File: src/rtl/ata_tcfg_pkg.sv
package ata_tcfg_pkg;

   localparam int NUM_DRV   = 2;
   localparam int NUM_ITEMS = 6;
   localparam int MODE_W    = 3;

   typedef enum logic [2:0] {
      IT_PIO_CYC  = 3'd0,
      IT_PIO_ACT  = 3'd1,
      IT_DMA_CYC  = 3'd2,
      IT_DMA_ACT  = 3'd3,
      IT_UDMA_CYC = 3'd4,
      IT_UDMA_ACT = 3'd5
   } item_e;

   typedef enum logic [2:0] {
      ST_IDLE,
      ST_ISSUE,
      ST_WAIT,
      ST_PACK,
      ST_COMMIT
   } state_e;

   typedef struct packed {
      logic              present;
      logic [MODE_W-1:0] pio;
      logic              dma_en;
      logic [1:0]        dma;
      logic              udma_en;
      logic [MODE_W-1:0] udma;
   } drv_cfg_t;

   // generic layout field placement
   localparam int GN_PACT_LSB = 0;
   localparam int GN_PACT_W   = 5;
   localparam int GN_PREC_LSB = 5;
   localparam int GN_PREC_W   = 6;
   localparam int GN_DACT_LSB = 11;
   localparam int GN_DACT_W   = 5;
   localparam int GN_DREC_LSB = 16;
   localparam int GN_DREC_W   = 5;
   localparam int GN_PIO_REC_OFS = 4;
   localparam int GN_DMA_REC_OFS = 1;

   // enhanced layout field placement
   localparam int EN_PACT_LSB = 0;
   localparam int EN_PACT_W   = 5;
   localparam int EN_PREC_LSB = 5;
   localparam int EN_PREC_W   = 5;
   localparam int EN_DACT_LSB = 10;
   localparam int EN_DACT_W   = 5;
   localparam int EN_DREC_LSB = 15;
   localparam int EN_DREC_W   = 5;
   localparam int EN_UDMA_BIT = 20;
   localparam int EN_UCYC_LSB = 21;
   localparam int EN_UCYC_W   = 4;
   localparam int EN_UACT_LSB = 25;
   localparam int EN_UACT_W   = 4;

   localparam int MIN_WORD_W = 29;

endpackage

File: src/rtl/ata_tcfg_rom.sv
module ata_tcfg_rom
   import ata_tcfg_pkg::*;
#(
   parameter int NS_W = 10
) (
   input  item_e             item_i,
   input  logic [MODE_W-1:0] mode_i,
   output logic [NS_W-1:0]   ns_o
);

   if (NS_W < 10) begin : g_bad_ns_w
      $error("ata_tcfg_rom: NS_W must hold 600");
   end

   logic [MODE_W-1:0] m5;
   logic [MODE_W-1:0] m3;

   always_comb begin
      m5 = (mode_i > 3'd4) ? 3'd4 : mode_i;
      m3 = (mode_i > 3'd2) ? 3'd2 : mode_i;
   end

   always_comb begin
      ns_o = '0;
      unique case (item_i)
         IT_PIO_CYC: begin
            case (m5)
               3'd0:    ns_o = NS_W'(600);
               3'd1:    ns_o = NS_W'(390);
               3'd2:    ns_o = NS_W'(240);
               3'd3:    ns_o = NS_W'(180);
               default: ns_o = NS_W'(120);
            endcase
         end
         IT_PIO_ACT: begin
            case (m5)
               3'd0:    ns_o = NS_W'(180);
               3'd1:    ns_o = NS_W'(150);
               3'd2:    ns_o = NS_W'(105);
               3'd3:    ns_o = NS_W'(90);
               default: ns_o = NS_W'(75);
            endcase
         end
         IT_DMA_CYC: begin
            case (m3)
               3'd0:    ns_o = NS_W'(480);
               3'd1:    ns_o = NS_W'(165);
               default: ns_o = NS_W'(120);
            endcase
         end
         IT_DMA_ACT: begin
            case (m3)
               3'd0:    ns_o = NS_W'(240);
               3'd1:    ns_o = NS_W'(90);
               default: ns_o = NS_W'(75);
            endcase
         end
         IT_UDMA_CYC: begin
            case (m5)
               3'd0:    ns_o = NS_W'(120);
               3'd1:    ns_o = NS_W'(90);
               3'd2:    ns_o = NS_W'(60);
               3'd3:    ns_o = NS_W'(45);
               default: ns_o = NS_W'(30);
            endcase
         end
         IT_UDMA_ACT: begin
            case (m5)
               3'd0:    ns_o = NS_W'(180);
               3'd1:    ns_o = NS_W'(150);
               3'd2:    ns_o = NS_W'(120);
               default: ns_o = NS_W'(90);
            endcase
         end
         default: ns_o = '0;
      endcase
   end

endmodule

File: src/rtl/ata_tcfg_ceil_div.sv
module ata_tcfg_ceil_div #(
   parameter int NS_W    = 10,
   parameter int Q_W     = 7,
   parameter int TICK_NS = 15
) (
   input  logic            clk,
   input  logic            rst_n,
   input  logic            load_i,
   input  logic [NS_W-1:0] ns_i,
   output logic            done_o,
   output logic [Q_W-1:0]  q_o
);

   localparam logic [NS_W-1:0] TICK = NS_W'(TICK_NS);

   if (TICK_NS < 1) begin : g_bad_tick
      $error("ata_tcfg_ceil_div: TICK_NS must be positive");
   end
   if ((1 << Q_W) <= ((1 << NS_W) / TICK_NS)) begin : g_bad_q_w
      $error("ata_tcfg_ceil_div: Q_W too narrow for NS_W/TICK_NS");
   end

   logic [NS_W-1:0] rem_q;
   logic [Q_W-1:0]  cnt_q;
   logic            run_q;
   logic            done_q;

   always_ff @(posedge clk) begin
      if (!rst_n) begin
         rem_q  <= '0;
         cnt_q  <= '0;
         run_q  <= 1'b0;
         done_q <= 1'b0;
      end else begin
         done_q <= 1'b0;
         if (load_i) begin
            rem_q <= ns_i;
            cnt_q <= '0;
            run_q <= 1'b1;
         end else if (run_q) begin
            if (rem_q == '0) begin
               run_q  <= 1'b0;
               done_q <= 1'b1;
            end else begin
               rem_q <= (rem_q > TICK) ? (rem_q - TICK) : '0;
               cnt_q <= cnt_q + 1'b1;
            end
         end
      end
   end

   assign done_o = done_q;
   assign q_o    = cnt_q;

endmodule

File: src/rtl/ata_tcfg_pack.sv
module ata_tcfg_pack
   import ata_tcfg_pkg::*;
#(
   parameter int FLAVOR = 1,
   parameter int WORD_W = 32,
   parameter int TICK_W = 7
) (
   input  drv_cfg_t                         cfg_i,
   input  logic [NUM_ITEMS-1:0][TICK_W-1:0] tk_i,
   output logic [WORD_W-1:0]                word_o
);

   int pc, pa, pr, dc, da, dr, uc, ua;

   always_comb begin
      pc = int'(tk_i[IT_PIO_CYC]);
      pa = int'(tk_i[IT_PIO_ACT]);
      dc = int'(tk_i[IT_DMA_CYC]);
      da = int'(tk_i[IT_DMA_ACT]);
      uc = int'(tk_i[IT_UDMA_CYC]);
      ua = int'(tk_i[IT_UDMA_ACT]);
   end

   if (FLAVOR == 0) begin : g_generic
      always_comb begin
         pa = (int'(tk_i[IT_PIO_ACT]) < 1) ? 1 : int'(tk_i[IT_PIO_ACT]);
         pr = pc - pa - GN_PIO_REC_OFS;
         if (pr < 1) pr = 1;
         dr = dc - da - GN_DMA_REC_OFS;
         if (dr < 1) dr = 1;
         word_o = '0;
         if (cfg_i.present) begin
            word_o[GN_PACT_LSB +: GN_PACT_W] = pa[GN_PACT_W-1:0];
            word_o[GN_PREC_LSB +: GN_PREC_W] = pr[GN_PREC_W-1:0];
            if (cfg_i.dma_en) begin
               word_o[GN_DACT_LSB +: GN_DACT_W] = da[GN_DACT_W-1:0];
               word_o[GN_DREC_LSB +: GN_DREC_W] = dr[GN_DREC_W-1:0];
            end
         end
      end
   end else begin : g_enhanced
      always_comb begin
         pr = pc - int'(tk_i[IT_PIO_ACT]);
         dr = dc - da;
         word_o = '0;
         if (cfg_i.present) begin
            word_o[EN_PACT_LSB +: EN_PACT_W] = tk_i[IT_PIO_ACT][EN_PACT_W-1:0];
            word_o[EN_PREC_LSB +: EN_PREC_W] = pr[EN_PREC_W-1:0];
            if (cfg_i.dma_en) begin
               word_o[EN_DACT_LSB +: EN_DACT_W] = da[EN_DACT_W-1:0];
               word_o[EN_DREC_LSB +: EN_DREC_W] = dr[EN_DREC_W-1:0];
            end
            if (cfg_i.udma_en) begin
               word_o[EN_UDMA_BIT]              = 1'b1;
               word_o[EN_UCYC_LSB +: EN_UCYC_W] = uc[EN_UCYC_W-1:0];
               word_o[EN_UACT_LSB +: EN_UACT_W] = ua[EN_UACT_W-1:0];
            end
         end
      end
   end

endmodule

File: src/rtl/ata_tcfg_engine.sv
module ata_tcfg_engine
   import ata_tcfg_pkg::*;
#(
   parameter int FLAVOR = 1,
   parameter int WORD_W = 32,
   parameter int TICK_W = 7,
   parameter int NS_W   = 10
) (
   input  logic              clk,
   input  logic              rst_n,
   input  logic              start_i,
   input  logic [1:0]        present_i,
   input  logic [5:0]        pio_mode_i,
   input  logic [1:0]        dma_en_i,
   input  logic [3:0]        dma_mode_i,
   input  logic [1:0]        udma_en_i,
   input  logic [5:0]        udma_mode_i,
   input  logic              sel_valid_i,
   input  logic              sel_drive_i,
   output logic              busy_o,
   output logic              done_o,
   output logic              reg_wr_o,
   output logic [WORD_W-1:0] reg_data_o,
   output logic              resel_o
);

   localparam int    TICK_NS   = (FLAVOR == 0) ? 30 : 15;
   localparam item_e LAST_ITEM = (FLAVOR == 0) ? IT_DMA_ACT : IT_UDMA_ACT;

   if (FLAVOR != 0 && FLAVOR != 1) begin : g_bad_flavor
      $error("ata_tcfg_engine: FLAVOR must be 0 or 1");
   end
   if (WORD_W < MIN_WORD_W) begin : g_bad_word_w
      $error("ata_tcfg_engine: WORD_W too narrow for the field layout");
   end

   // capture view of the inputs, one entry per drive
   drv_cfg_t cfg_in [NUM_DRV];
   for (genvar d = 0; d < NUM_DRV; d++) begin : g_cfg
      assign cfg_in[d] = '{present: present_i[d],
                           pio:     pio_mode_i[d*MODE_W +: MODE_W],
                           dma_en:  dma_en_i[d],
                           dma:     dma_mode_i[d*2 +: 2],
                           udma_en: udma_en_i[d],
                           udma:    udma_mode_i[d*MODE_W +: MODE_W]};
   end

   state_e                          state_q;
   item_e                           item_q;
   logic                            drv_q;
   drv_cfg_t                        cfg_q [NUM_DRV];
   logic [NUM_ITEMS-1:0][TICK_W-1:0] tk_q;
   logic [WORD_W-1:0]               word_q [NUM_DRV];
   logic                            resel_q;
   logic                            wr_q;
   logic [WORD_W-1:0]               data_q;
   logic                            done_q;

   logic [MODE_W-1:0] rom_mode;
   logic [NS_W-1:0]   rom_ns;
   logic              div_load;
   logic              div_done;
   logic [TICK_W-1:0] div_q;
   logic [WORD_W-1:0] pack_word;
   logic [WORD_W-1:0] word0_w;
   logic [WORD_W-1:0] word1_w;

   assign word0_w = word_q[0];
   assign word1_w = word_q[1];

   always_comb begin
      unique case (item_q)
         IT_PIO_CYC, IT_PIO_ACT: rom_mode = cfg_q[drv_q].pio;
         IT_DMA_CYC, IT_DMA_ACT: rom_mode = {1'b0, cfg_q[drv_q].dma};
         default:                rom_mode = cfg_q[drv_q].udma;
      endcase
   end

   assign div_load = (state_q == ST_ISSUE);

   ata_tcfg_rom #(.NS_W(NS_W)) u_rom (
      .item_i (item_q),
      .mode_i (rom_mode),
      .ns_o   (rom_ns)
   );

   ata_tcfg_ceil_div #(.NS_W(NS_W), .Q_W(TICK_W), .TICK_NS(TICK_NS)) u_div (
      .clk    (clk),
      .rst_n  (rst_n),
      .load_i (div_load),
      .ns_i   (rom_ns),
      .done_o (div_done),
      .q_o    (div_q)
   );

   ata_tcfg_pack #(.FLAVOR(FLAVOR), .WORD_W(WORD_W), .TICK_W(TICK_W)) u_pack (
      .cfg_i  (cfg_q[drv_q]),
      .tk_i   (tk_q),
      .word_o (pack_word)
   );

   always_ff @(posedge clk) begin
      if (!rst_n) begin
         state_q <= ST_IDLE;
         item_q  <= IT_PIO_CYC;
         drv_q   <= 1'b0;
         tk_q    <= '0;
         resel_q <= 1'b0;
         wr_q    <= 1'b0;
         data_q  <= '0;
         done_q  <= 1'b0;
         for (int d = 0; d < NUM_DRV; d++) begin
            cfg_q[d]  <= '0;
            word_q[d] <= '0;
         end
      end else begin
         wr_q   <= 1'b0;
         done_q <= 1'b0;
         unique case (state_q)
            ST_IDLE: begin
               if (start_i) begin
                  for (int d = 0; d < NUM_DRV; d++) cfg_q[d] <= cfg_in[d];
                  drv_q   <= 1'b0;
                  item_q  <= IT_PIO_CYC;
                  state_q <= ST_ISSUE;
               end else if (sel_valid_i && resel_q) begin
                  wr_q   <= 1'b1;
                  data_q <= word_q[sel_drive_i];
               end
            end
            ST_ISSUE: state_q <= ST_WAIT;
            ST_WAIT: begin
               if (div_done) begin
                  tk_q[item_q] <= div_q;
                  if (item_q == LAST_ITEM) begin
                     state_q <= ST_PACK;
                  end else begin
                     item_q  <= item_e'(item_q + 3'd1);
                     state_q <= ST_ISSUE;
                  end
               end
            end
            ST_PACK: begin
               word_q[drv_q] <= pack_word;
               if (drv_q == 1'b1) begin
                  state_q <= ST_COMMIT;
               end else begin
                  drv_q   <= 1'b1;
                  item_q  <= IT_PIO_CYC;
                  state_q <= ST_ISSUE;
               end
            end
            ST_COMMIT: begin
               resel_q <= (word0_w != '0) && (word1_w != '0) && (word0_w != word1_w);
               if (word0_w != '0) begin
                  wr_q   <= 1'b1;
                  data_q <= word0_w;
               end else if (word1_w != '0) begin
                  wr_q   <= 1'b1;
                  data_q <= word1_w;
               end
               done_q  <= 1'b1;
               state_q <= ST_IDLE;
            end
            default: state_q <= ST_IDLE;
         endcase
      end
   end

   assign busy_o     = (state_q != ST_IDLE);
   assign done_o     = done_q;
   assign reg_wr_o   = wr_q;
   assign reg_data_o = data_q;
   assign resel_o    = resel_q;

endmodule

File: config.mk
export PLATFORM = sky130hd
export DESIGN_NAME = ata_tcfg_engine
export DESIGN_NICKNAME = d
export VERILOG_FILES = /design/src/rtl/ata_tcfg_pkg.sv /design/src/rtl/ata_tcfg_rom.sv /design/src/rtl/ata_tcfg_ceil_div.sv /design/src/rtl/ata_tcfg_pack.sv /design/src/rtl/ata_tcfg_engine.sv
export SDC_FILE = /design/constraint.sdc
export NUM_CORES = 1
export LEC_CHECK = 0
export BUFFER_PORTS_ARGS = -buffer_cell sky130_fd_sc_hd__buf_2
export CORE_MARGIN = 4
export CORE_UTILIZATION = 45
export CTS_CLUSTER_DIAMETER = 120
export DETAILED_ROUTE_END_ITERATION = 10
export HOLD_SLACK_MARGIN = 0.1
export MAX_ROUTING_LAYER = met4
export PLACE_DENSITY = 0.61
export SKIP_LAST_GASP = 1
export SLEW_MARGIN = 10
export SYNTH_ARGS = -nofsm -noshare
export SYNTH_HDL_FRONTEND = slang
export SYNTH_HIERARCHICAL = 1
export SYNTH_SLANG_ARGS = --single-unit
export TNS_END_PERCENT = 30
File: constraint.sdc
create_clock -name clk -period 3 [get_ports clk]
set_input_delay 0.6 -clock clk [delete_from_list [all_inputs] [get_ports clk]]
set_output_delay 0.6 -clock clk [all_outputs]
set_load 0.02 [all_outputs]
After elaboration in Yosys (flattened, before gate mapping). Memory sizes are Yosys's and may differ from the RTL's. A register that Yosys moved wholly into a read port is not among the register bits. Cells that the tools add are included.

Memories kept: 2. RAM bits: 80. Logic and storage cells: 146. Input port bits: 27. Output and inout bits: 36. Flip-flop bits (word level): 103.

Memories: word_q (words 2, bits a word 29, rd ports 3, clocked after Yosys merged registers in 0, wr ports 2, RTL line ata_tcfg_engine.sv:53) `logic [WORD_W-1:0] word_q [NUM_DRV];`; cfg_q (words 2, bits a word 11, rd ports 1, clocked after Yosys merged registers in 1, wr ports 2, RTL line ata_tcfg_engine.sv:51) `drv_cfg_t cfg_q [NUM_DRV];`.

Bitwise operators: 5. Order comparisons: 5. Reductions and logical operators: 28. Mux-type cells: 62. $add $sub $neg: 5. Equality and inequality tests: 22.

Operator list (count): 32-bit two-way mux (4); 32-bit case mux with 2 select lines (1); 32-bit nonzero test (2); 10-bit case mux with 6 select lines (1); 29-bit two-way mux (2); 10-bit two-way mux (5); 42-bit bitwise mux (1); 10-bit case mux with 4 select lines (1); 32-bit inequality test (1); 8-bit case mux with 4 select lines (1); 29-bit OR reduction (1); 7-bit case mux with 4 select lines (1); 3-bit two-way mux (9); 8-bit case mux with 3 select lines (1); 1-bit two-way mux (22); 11-bit two-way mux (2); 7-bit demux with 3-bit select (1); 3-bit by 2-bit equality test with 1-bit output (second input constant) (6); 9-bit case mux with 2 select lines (1); 8-bit case mux with 2 select lines (1); 3-bit by 1-bit equality test with 1-bit output (second input constant) (4); 3-bit logical NOT (4); 2-bit inequality test (second input constant) (6); 3-bit case mux with 4 select lines (1); 29 further kinds (48).

Logic depth before layout (Yosys ltp). Gate-level depths: netlist of run 1.

Word-level depth: 9. Mapped depth: 14. Gate-level depth less buffers: 13.

Hierarchy. The synthesis of run 1 kept the hierarchy.

By module, submodules not included: ata_tcfg_engine (seq. area each 4284.1 µm², area each 7876.3 µm², cells each 675, instances 1); ata_tcfg_ceil_div (seq. area each 380.4 µm², area each 1037.2 µm², cells each 124, instances 1); ata_tcfg_pack (seq. area each 0.0 µm², area each 515.5 µm², cells each 78, instances 1); ata_tcfg_rom (seq. area each 0.0 µm², area each 331.6 µm², cells each 58, instances 1).

Least setup slack after synthesis of run 1. Ideal clock, no wire load.

Path kind: register -> register. From: reg state_q[0]. To: mem word_q[1][0] (netlist bit) (enable). Path buffers: 1. Cell stages (with the launch flop): 4. Period minus slack after synthesis: 3298 ps. Library setup time: 466 ps. Path slack: -298 ps. Data required time: 2534 ps. Arrival: 2832 ps. Path through: dfxtp_1 buf_2 nand3_1 o21ai_0.

RTL lines: start: declaration (RTL line ata_tcfg_engine.sv:48) `state_e state_q;`; start signal: assignment (RTL line ata_tcfg_engine.sv:104) `state_q <= ST_IDLE;`; start signal: assignment (RTL line ata_tcfg_engine.sv:125) `state_q <= ST_ISSUE;`; start signal: assignment (RTL line ata_tcfg_engine.sv:131) `ST_ISSUE: state_q <= ST_WAIT;`; end: declaration (RTL line ata_tcfg_engine.sv:53).

Worst setup path in the final report of run 1.
From: reg item_q[1]. To: reg u_div.rem_q[2].

Cells in the longest elaborated chain, start to end: 9. Elaborated cells between the ends (all ways): 26. Those cells by class: order compare (2); eq/ne (9); mux (10); reduce/logical (5).

Ends and longest elaborated chain: start: declaration (RTL line ata_tcfg_engine.sv:49) `item_e item_q;`; start signal: assignment (RTL line ata_tcfg_engine.sv:138) `item_q <= item_e'(item_q + 3'd1);`; 3-bit by 2-bit equality test with 1-bit output (tied with other cells) (RTL line ata_tcfg_engine.sv:72) `unique case (item_q)`; 2-bit OR reduction (RTL line ata_tcfg_engine.sv:72); 3-bit case mux with 2 select lines * (RTL line ata_tcfg_engine.sv:72); via rom_mode[2] (RTL line ata_tcfg_engine.sv:59) `logic [MODE_W-1:0] rom_mode;`; 3-bit greater-than comparator or 3-bit by 2-bit greater-than comparator with 1-bit output (tied branches) (RTL line ata_tcfg_rom.sv:19, ata_tcfg_rom.sv:20); 3-bit two-way mux (on tied branches) (RTL line ata_tcfg_rom.sv:19, ata_tcfg_rom.sv:20); 3-bit by 2-bit equality test with 1-bit output (tied with other cells) (RTL line ata_tcfg_rom.sv:27, ata_tcfg_rom.sv:36, ata_tcfg_rom.sv:59); 7-bit case mux with 4 select lines (tied with other cells) (RTL line ata_tcfg_rom.sv:59) `case (m5)`; 10-bit case mux with 6 select lines * (RTL line ata_tcfg_rom.sv:25) `unique case (item_i)`; via rom_ns[2] (RTL line ata_tcfg_engine.sv:60) `logic [NS_W-1:0] rom_ns;`; 10-bit two-way mux * (RTL line ata_tcfg_ceil_div.sv:36) `if (load_i) begin`; end signal: assignment (RTL line ata_tcfg_ceil_div.sv:37) `rem_q <= ns_i;`; end signal: assignment (RTL line ata_tcfg_ceil_div.sv:45) `rem_q <= (rem_q > TICK) ? (rem_q - TICK) : '0;`; end: declaration (RTL line ata_tcfg_ceil_div.sv:23) `logic [NS_W-1:0] rem_q;`.

The timed path passes the listed nets; every way through them passes the cells marked *. A chain may end at the register's enable or synchronous reset.

==> impl_metrics.py, run 1 <==
metrics = {
    "layout": {
        "finalNonFillerCells": 1205,
        "final_cell_mix": "and2_1 (93), dfxtp_1 (88), edfxtp_1 (86)",
        "fin_util_pct": 52.0,
        "diodes": 0,
        "final_common_cell": "and2_1",
        "nets": 973,
        "drive_gt1_share_pct": 18.9,
        "syn2layout_area_growth_pct": 12.1,
        "postLayoutCellArea_um2": 10300,
    },
    "clock_network": {
        "clk_pin_slew_worst_paths_ps": 70,
        "clock_sinks": 174,
        "clock_latency_ps": 430,
        "cts_buffer_depth": 2,
        "cts_max_level": 4,
        "cts_root_buffer": "clkbuf_16",
        "cts_made_buffers": 17,
        "postCtsSetupBuffers": 0,
        "cts_tree": "yes",
    },
    "die": {
        "initial_utilization_pct": 46.4,
        "core-area_um2": 19700,
        "die_y_um": 151,
        "io_pins": 63,
        "dieArea_um2": 22700,
        "num_rows": 51,
        "die_w_um": 151,
    },
    "worst_setup_path": {
        "max_stage_delay_ps": 410,
        "crit_type": "reg2reg",
        "cp-end-kind": "flip-flop",
        "crit_path_max_fanout": 11,
        "critPathLaunchType": "flip-flop",
        "cpMostUsedCell": "nand2_1",
        "critPathSlowestCell": "or2_2",
        "worstPathArrival_ps": 3000,
        "required_ps": 3320,
        "critical_path.cell_chain": "clkinv_1 > ha_1 > o21ai_2 > nand2b_1 > nand2_1 > or2_2 > nand2_1 > o311ai_0 > o2bb2ai_1 > nand3_1 > o41ai_1 > a31o_2",
    },
    "power": {
        "ir_worst_vdd_mv": 0.405,
        "p_leak_nw": 4.44,
        "pwr-share-seq_pct": 49.0,
        "p_comb_share_pct": 11.9,
        "p_sw_w": 0.00147,
        "p_int_w": 0.00413,
        "p_clk_share_pct": 39.1,
        "swShare_pct": 26.2,
        "power_per_cell_area_nw_per_um2": 546,
    },
    "timing": {
        "max_freq_mhz": 373,
        "tns_ps": 0,
        "clock_skew_ps": 7.48,
        "tightest_slew_ps": 894,
        "period_share_pct": 89.5,
        "setup_violations": 0,
        "fin_crit_ps": 2680,
        "setup_slack_ps": 316,
        "slew_viol_final": 0,
        "slew_headroom_pct": 40.3,
        "hold_viol_final": 0,
        "grt_setup_unrepaired": "no",
    },
    "drt": {
        "drc": 0,
        "drt_iter0_drc": 413,
        "wl_per_cell_um": 16.2,
        "vias": 6545,
        "dr.pass1.iters": 5,
        "ant_nets": 0,
        "via_per_inst": 5.43,
        "wl_mm": 19.5,
    },
    "hold_path": {
        "hp-class": "in2reg",
    },
    "logic_synthesis": {
        "syn_area_per_cell_um2": 10.4,
        "netlist_instances": 882,
        "synth_area_um2": 9150,
        "yosys_warnings": 6,
    },
    "global_route": {
        "grt_pass1_wl_mm": 32.3,
        "first_global_vias": 6281,
        "antenna_found_initial": 0,
        "grt_use_met2_pct": 29.1,
        "met1_usage_pct": 24.0,
        "grt-ovfl-total": 0,
        "grtUsageMet3_pct": 3.55,
        "grt.busiest_layer": "met2",
        "grt_max_degree": 61,
        "grt.total_usage_pct": 18.4,
    },
    "status": {
        "status": "completed",
    },
    "place": {
        "io_buffer_count": 62,
        "place.gp.congestion": 0.894,
        "dp.cells": 1174,
        "pre_cts_ws_ps": 91.7,
        "hpwl_mm": 14.0,
        "postPlaceCellArea_um2": 9670,
    },
    "flow_run": {
        "maxCapViolations": 0,
    },
}
[metrics by stage]
step,hold slack (ps),total power [W]
6_report,445,0.00560
5_1_grt,438,0.00586
4_1_cts,430,0.00566
3_5_place_dp,481,0.00346
3_3_place_gp,474,0.00346
2_1_floorplan,468,0.00328
[critical path: cells and delay by family, from the launching register on]
kind	cells	cell delay (ps)
compound gates	5	820
flops	1	330
fa+ha+maj	1	280
simple gates	5	930
buf+inv	1	200
[final cells by class]
class,count,area [µm²]
well taps,265,332
clock inverters,14,158
multi-input cells,626,4440
inverters,29,109
flip-flops and latches,174,4340
repair buffers,80,445
clock buffers,17,425
fillers,1765,9460
[registers in the layout (all words and copies together), names as in the netlist, named ones only]
name and cells:
u_div/done_o 1, u_div/run_q 1, u_div/q_o 5, resel_o 1
tk_q 28, state_q 3, reg_wr_o 1, cfg_q 22
item_q 3, drv_q 1, u_div/rem_q 10, word_q 64
done_o 1, reg_data_o 32
[worst paths after layout]
| path | startpoint | endpoint | slack [ps] | cells past startpoint |
|---|---|---|---|---|
| min | pio_mode_i[2] | cfg_q[0][9]$_SDFFCE_PN0P_ | 440 | 2 |
| max | item_q[1]$_SDFFE_PN0P_ | u_div/rem_q[2]$_SDFFE_PN0P_ | 320 | 12 |
| max reg2reg | item_q[1]$_SDFFE_PN0P_ | u_div/rem_q[2]$_SDFFE_PN0P_ | 320 | 12 |
| min reg2reg | reg_data_o[18]$_SDFFE_PN0P_ | reg_data_o[18]$_SDFFE_PN0P_ | 490 | 1 |
[per-layer routing]
layer  part of all wire [%]  routed length [µm]
met5                      0                   0
met4                    2.8                 541
met3                    3.8                 748
met2                     47                9090
met1                     47                9120
[what timing repair did]
| item | in CTS | in global routing |
|---|---|---|
| endpoints found under the setup margin | 0 | 5 |
| hold buffers | 0 | 0 |
| resized for setup | 0 | 2 |
[power groups by stage]
stage	sequential [W]	clock (W)	combinational (W)
2_1_floorplan	0.00274	0	0.000545
3_3_place_gp	0.00279	0	0.000667
3_5_place_dp	0.00279	0	0.000667
4_1_cts	0.00274	0.00225	0.000671
5_1_grt	0.00276	0.00235	0.000753
6_report	0.00274	0.00219	0.000666
Note: power is estimated with default switching activity, not from simulation.
==> run 2: changes to the inputs <==
--- a/config.mk
+++ b/config.mk
@@ -11,8 +11,8 @@
 export CTS_CLUSTER_DIAMETER = 120
 export DETAILED_ROUTE_END_ITERATION = 10
 export HOLD_SLACK_MARGIN = 0.1
-export MAX_ROUTING_LAYER = met4
 export PLACE_DENSITY = 0.61
+export SETUP_SLACK_MARGIN = 0.5
 export SKIP_LAST_GASP = 1
 export SLEW_MARGIN = 10
 export SYNTH_ARGS = -nofsm -noshare
==> run 2 against run 1 <==
Global-route usage down 0.49 points. Clock-buffer cell count increased by 1. Final area up 1.2%. Setup slack improved by 310 ps. Highest routed layer unchanged.
==> impl_metrics.py, run 2 (same netlist as run 1, synthesis figures left out) <==
metrics = {
    "status": {
        "status": "completed",
    },
    "layout": {
        "largest-register": "word_q",
        "postLayoutCellArea_um2": 10400,
        "nets": 978,
        "finalNonFillerCells": 1211,
        "drive_gt1_share_pct": 20.8,
        "largest_reg_flops": 64,
        "final_common_cell": "and2_1",
        "syn2layout_area_growth_pct": 13.5,
        "fillers": 1765,
        "fin_util_pct": 52.7,
        "diodes": 0,
        "multi_input_area_um2": 4490,
        "ff_latch_area_um2": 4350,
        "final_cell_mix": "and2_1 (93), edfxtp_1 (86), dfxtp_1 (85)",
    },
    "global_route": {
        "first_global_vias": 6154,
        "grt_max_degree": 45,
        "grt.total_usage_pct": 17.9,
        "grt-ovfl-total": 0,
        "antenna_found_initial": 0,
        "grt_pass1_wl_mm": 32.2,
    },
    "timing": {
        "slew_headroom_pct": 41.5,
        "setup_slack_ps": 625,
        "setup_violations": 0,
        "slew_viol_final": 0,
        "tns_ps": 0,
        "max_freq_mhz": 421,
        "tightest_slew_ps": 875,
        "period_share_pct": 79.2,
        "grt_setup_unrepaired": "no",
        "clock_skew_ps": 12.5,
        "fin_crit_ps": 2370,
        "hold_viol_final": 0,
    },
    "power": {
        "pwr-share-seq_pct": 47.9,
        "p_leak_nw": 4.50,
        "swShare_pct": 25.8,
        "p_int_w": 0.00425,
        "p_comb_share_pct": 11.9,
        "ir_worst_vdd_mv": 0.378,
        "p_clk_share_pct": 40.3,
        "p_sw_w": 0.00148,
        "power_per_cell_area_nw_per_um2": 552,
    },
    "die": {
        "dieArea_um2": 22700,
        "die_y_um": 151,
        "io_pins": 63,
        "initial_utilization_pct": 46.4,
        "num_rows": 51,
        "die_w_um": 151,
        "core-area_um2": 19700,
    },
    "drt": {
        "wl_mm": 19.8,
        "drt_iter0_drc": 315,
        "via_per_inst": 5.33,
        "drc": 0,
        "dr.pass1.iters": 5,
        "wl_per_cell_um": 16.3,
        "ant_nets": 0,
        "vias": 6460,
    },
    "clock_network": {
        "cts_hold_buf": 0,
        "cts_buffer_depth": 2,
        "clock_latency_ps": 430,
        "cts_made_buffers": 17,
        "clock_sinks": 174,
        "cts_max_level": 4,
        "cts_root_buffer": "clkbuf_16",
        "clk_pin_slew_worst_paths_ps": 70,
        "cts_tree": "yes",
    },
    "place": {
        "place.gp.congestion": 0.910,
        "hpwl_mm": 14.1,
        "io_buffer_count": 62,
        "pre_cts_ws_ps": 318,
        "postPlaceCellArea_um2": 9680,
        "dp.cells": 1175,
    },
    "hold_path": {
        "worst_hold_startpoint": "pio_mode_i[4]",
        "hp-class": "in2reg",
    },
    "worst_setup_path": {
        "max_stage_delay_ps": 390,
        "critPathSlowestCell": "a211o_4",
        "required_ps": 3350,
        "crit_type": "reg2reg",
        "crit_family": "compound AO/OA/AOI/OAI gates",
        "critPathLaunchType": "flip-flop",
        "crit_path_start": "item_q[1]$_SDFFE_PN0P_",
        "crit_path_max_fanout": 8,
        "worstPathArrival_ps": 2720,
        "cp-end-kind": "flip-flop",
        "r2r-start": "item_q[1]$_SDFFE_PN0P_",
        "critical_path.cell_chain": "buf_4 > ha_1 > ha_2 > a21o_1 > a211o_4 > nand2b_1 > nor2_1 > o21a_1 > a211oi_1 > o21ai_1 > a21oi_1",
        "cp_num_buf_inv": 1,
    },
    "flow_run": {
        "maxCapViolations": 0,
    },
}
-- run 2: area by class of cell --
class | count | area share, %
Inverter | 29 | 1.06
Clock inverter | 14 | 1.72
Clock buffer | 18 | 4.23
Sequential cell | 174 | 41.9
Timing Repair Buffer | 85 | 4.69
Multi-Input combinational cell | 626 | 43.2
Tap cell | 265 | 3.19
-- run 2: per-layer routing --
| metal | global-route usage, % | vias to the layer above | routed length (µm) | share of wire, % |
|---|---|---|---|---|
| met2 | 29.6 | 133 | 9300 | 47 |
| met3 | 3.73 | 18 | 707 | 3.6 |
| met1 | 24.3 | 3021 | 9570 | 48 |
| met5 | 0 | - | 0 | 0 |
| li1 | - | 3288 | - | - |
| met4 | 4.17 | 0 | 227 | 1.1 |
-- run 2: power groups by stage --
stage | Clock [W] | Combinational [W] | Sequential (W)
after global routing | 0.00247 | 0.000768 | 0.00276
after floorplan | 0 | 0.000545 | 0.00274
after detailed placement | 0 | 0.000657 | 0.00279
after global placement | 0 | 0.000656 | 0.00279
final | 0.00231 | 0.000681 | 0.00274
after CTS | 0.00237 | 0.000664 | 0.00274
-- run 2: repair_timing --
action / in CTS / in global routing
setup endpoints to repair: 5 / 39
pin swaps: 0 / 7
resized for setup: 7 / 14
buffers inserted: 1 / 3
endpoints found under the hold margin: 0 / 0
-- run 2: final timing paths --
path | end | slack, ps | cells past startpoint
worst max-delay path | u_div/rem_q[4]$_SDFFE_PN0P_ | 630 | 11
worst min-delay path | cfg_q[1][8]$_SDFFCE_PN0P_ | 440 | 2
worst max register to register | u_div/rem_q[4]$_SDFFE_PN0P_ | 630 | 11
worst min register to register | reg_data_o[31]$_SDFFE_PN0P_ | 490 | 1
-- run 2: per-stage QoR --
stage | total power [W] | hold slack, ps
after global routing | 0.00600 | 436
after CTS | 0.00577 | 429
after floorplan | 0.00328 | 468
final | 0.00573 | 443
after global placement | 0.00345 | 474
after detailed placement | 0.00345 | 482
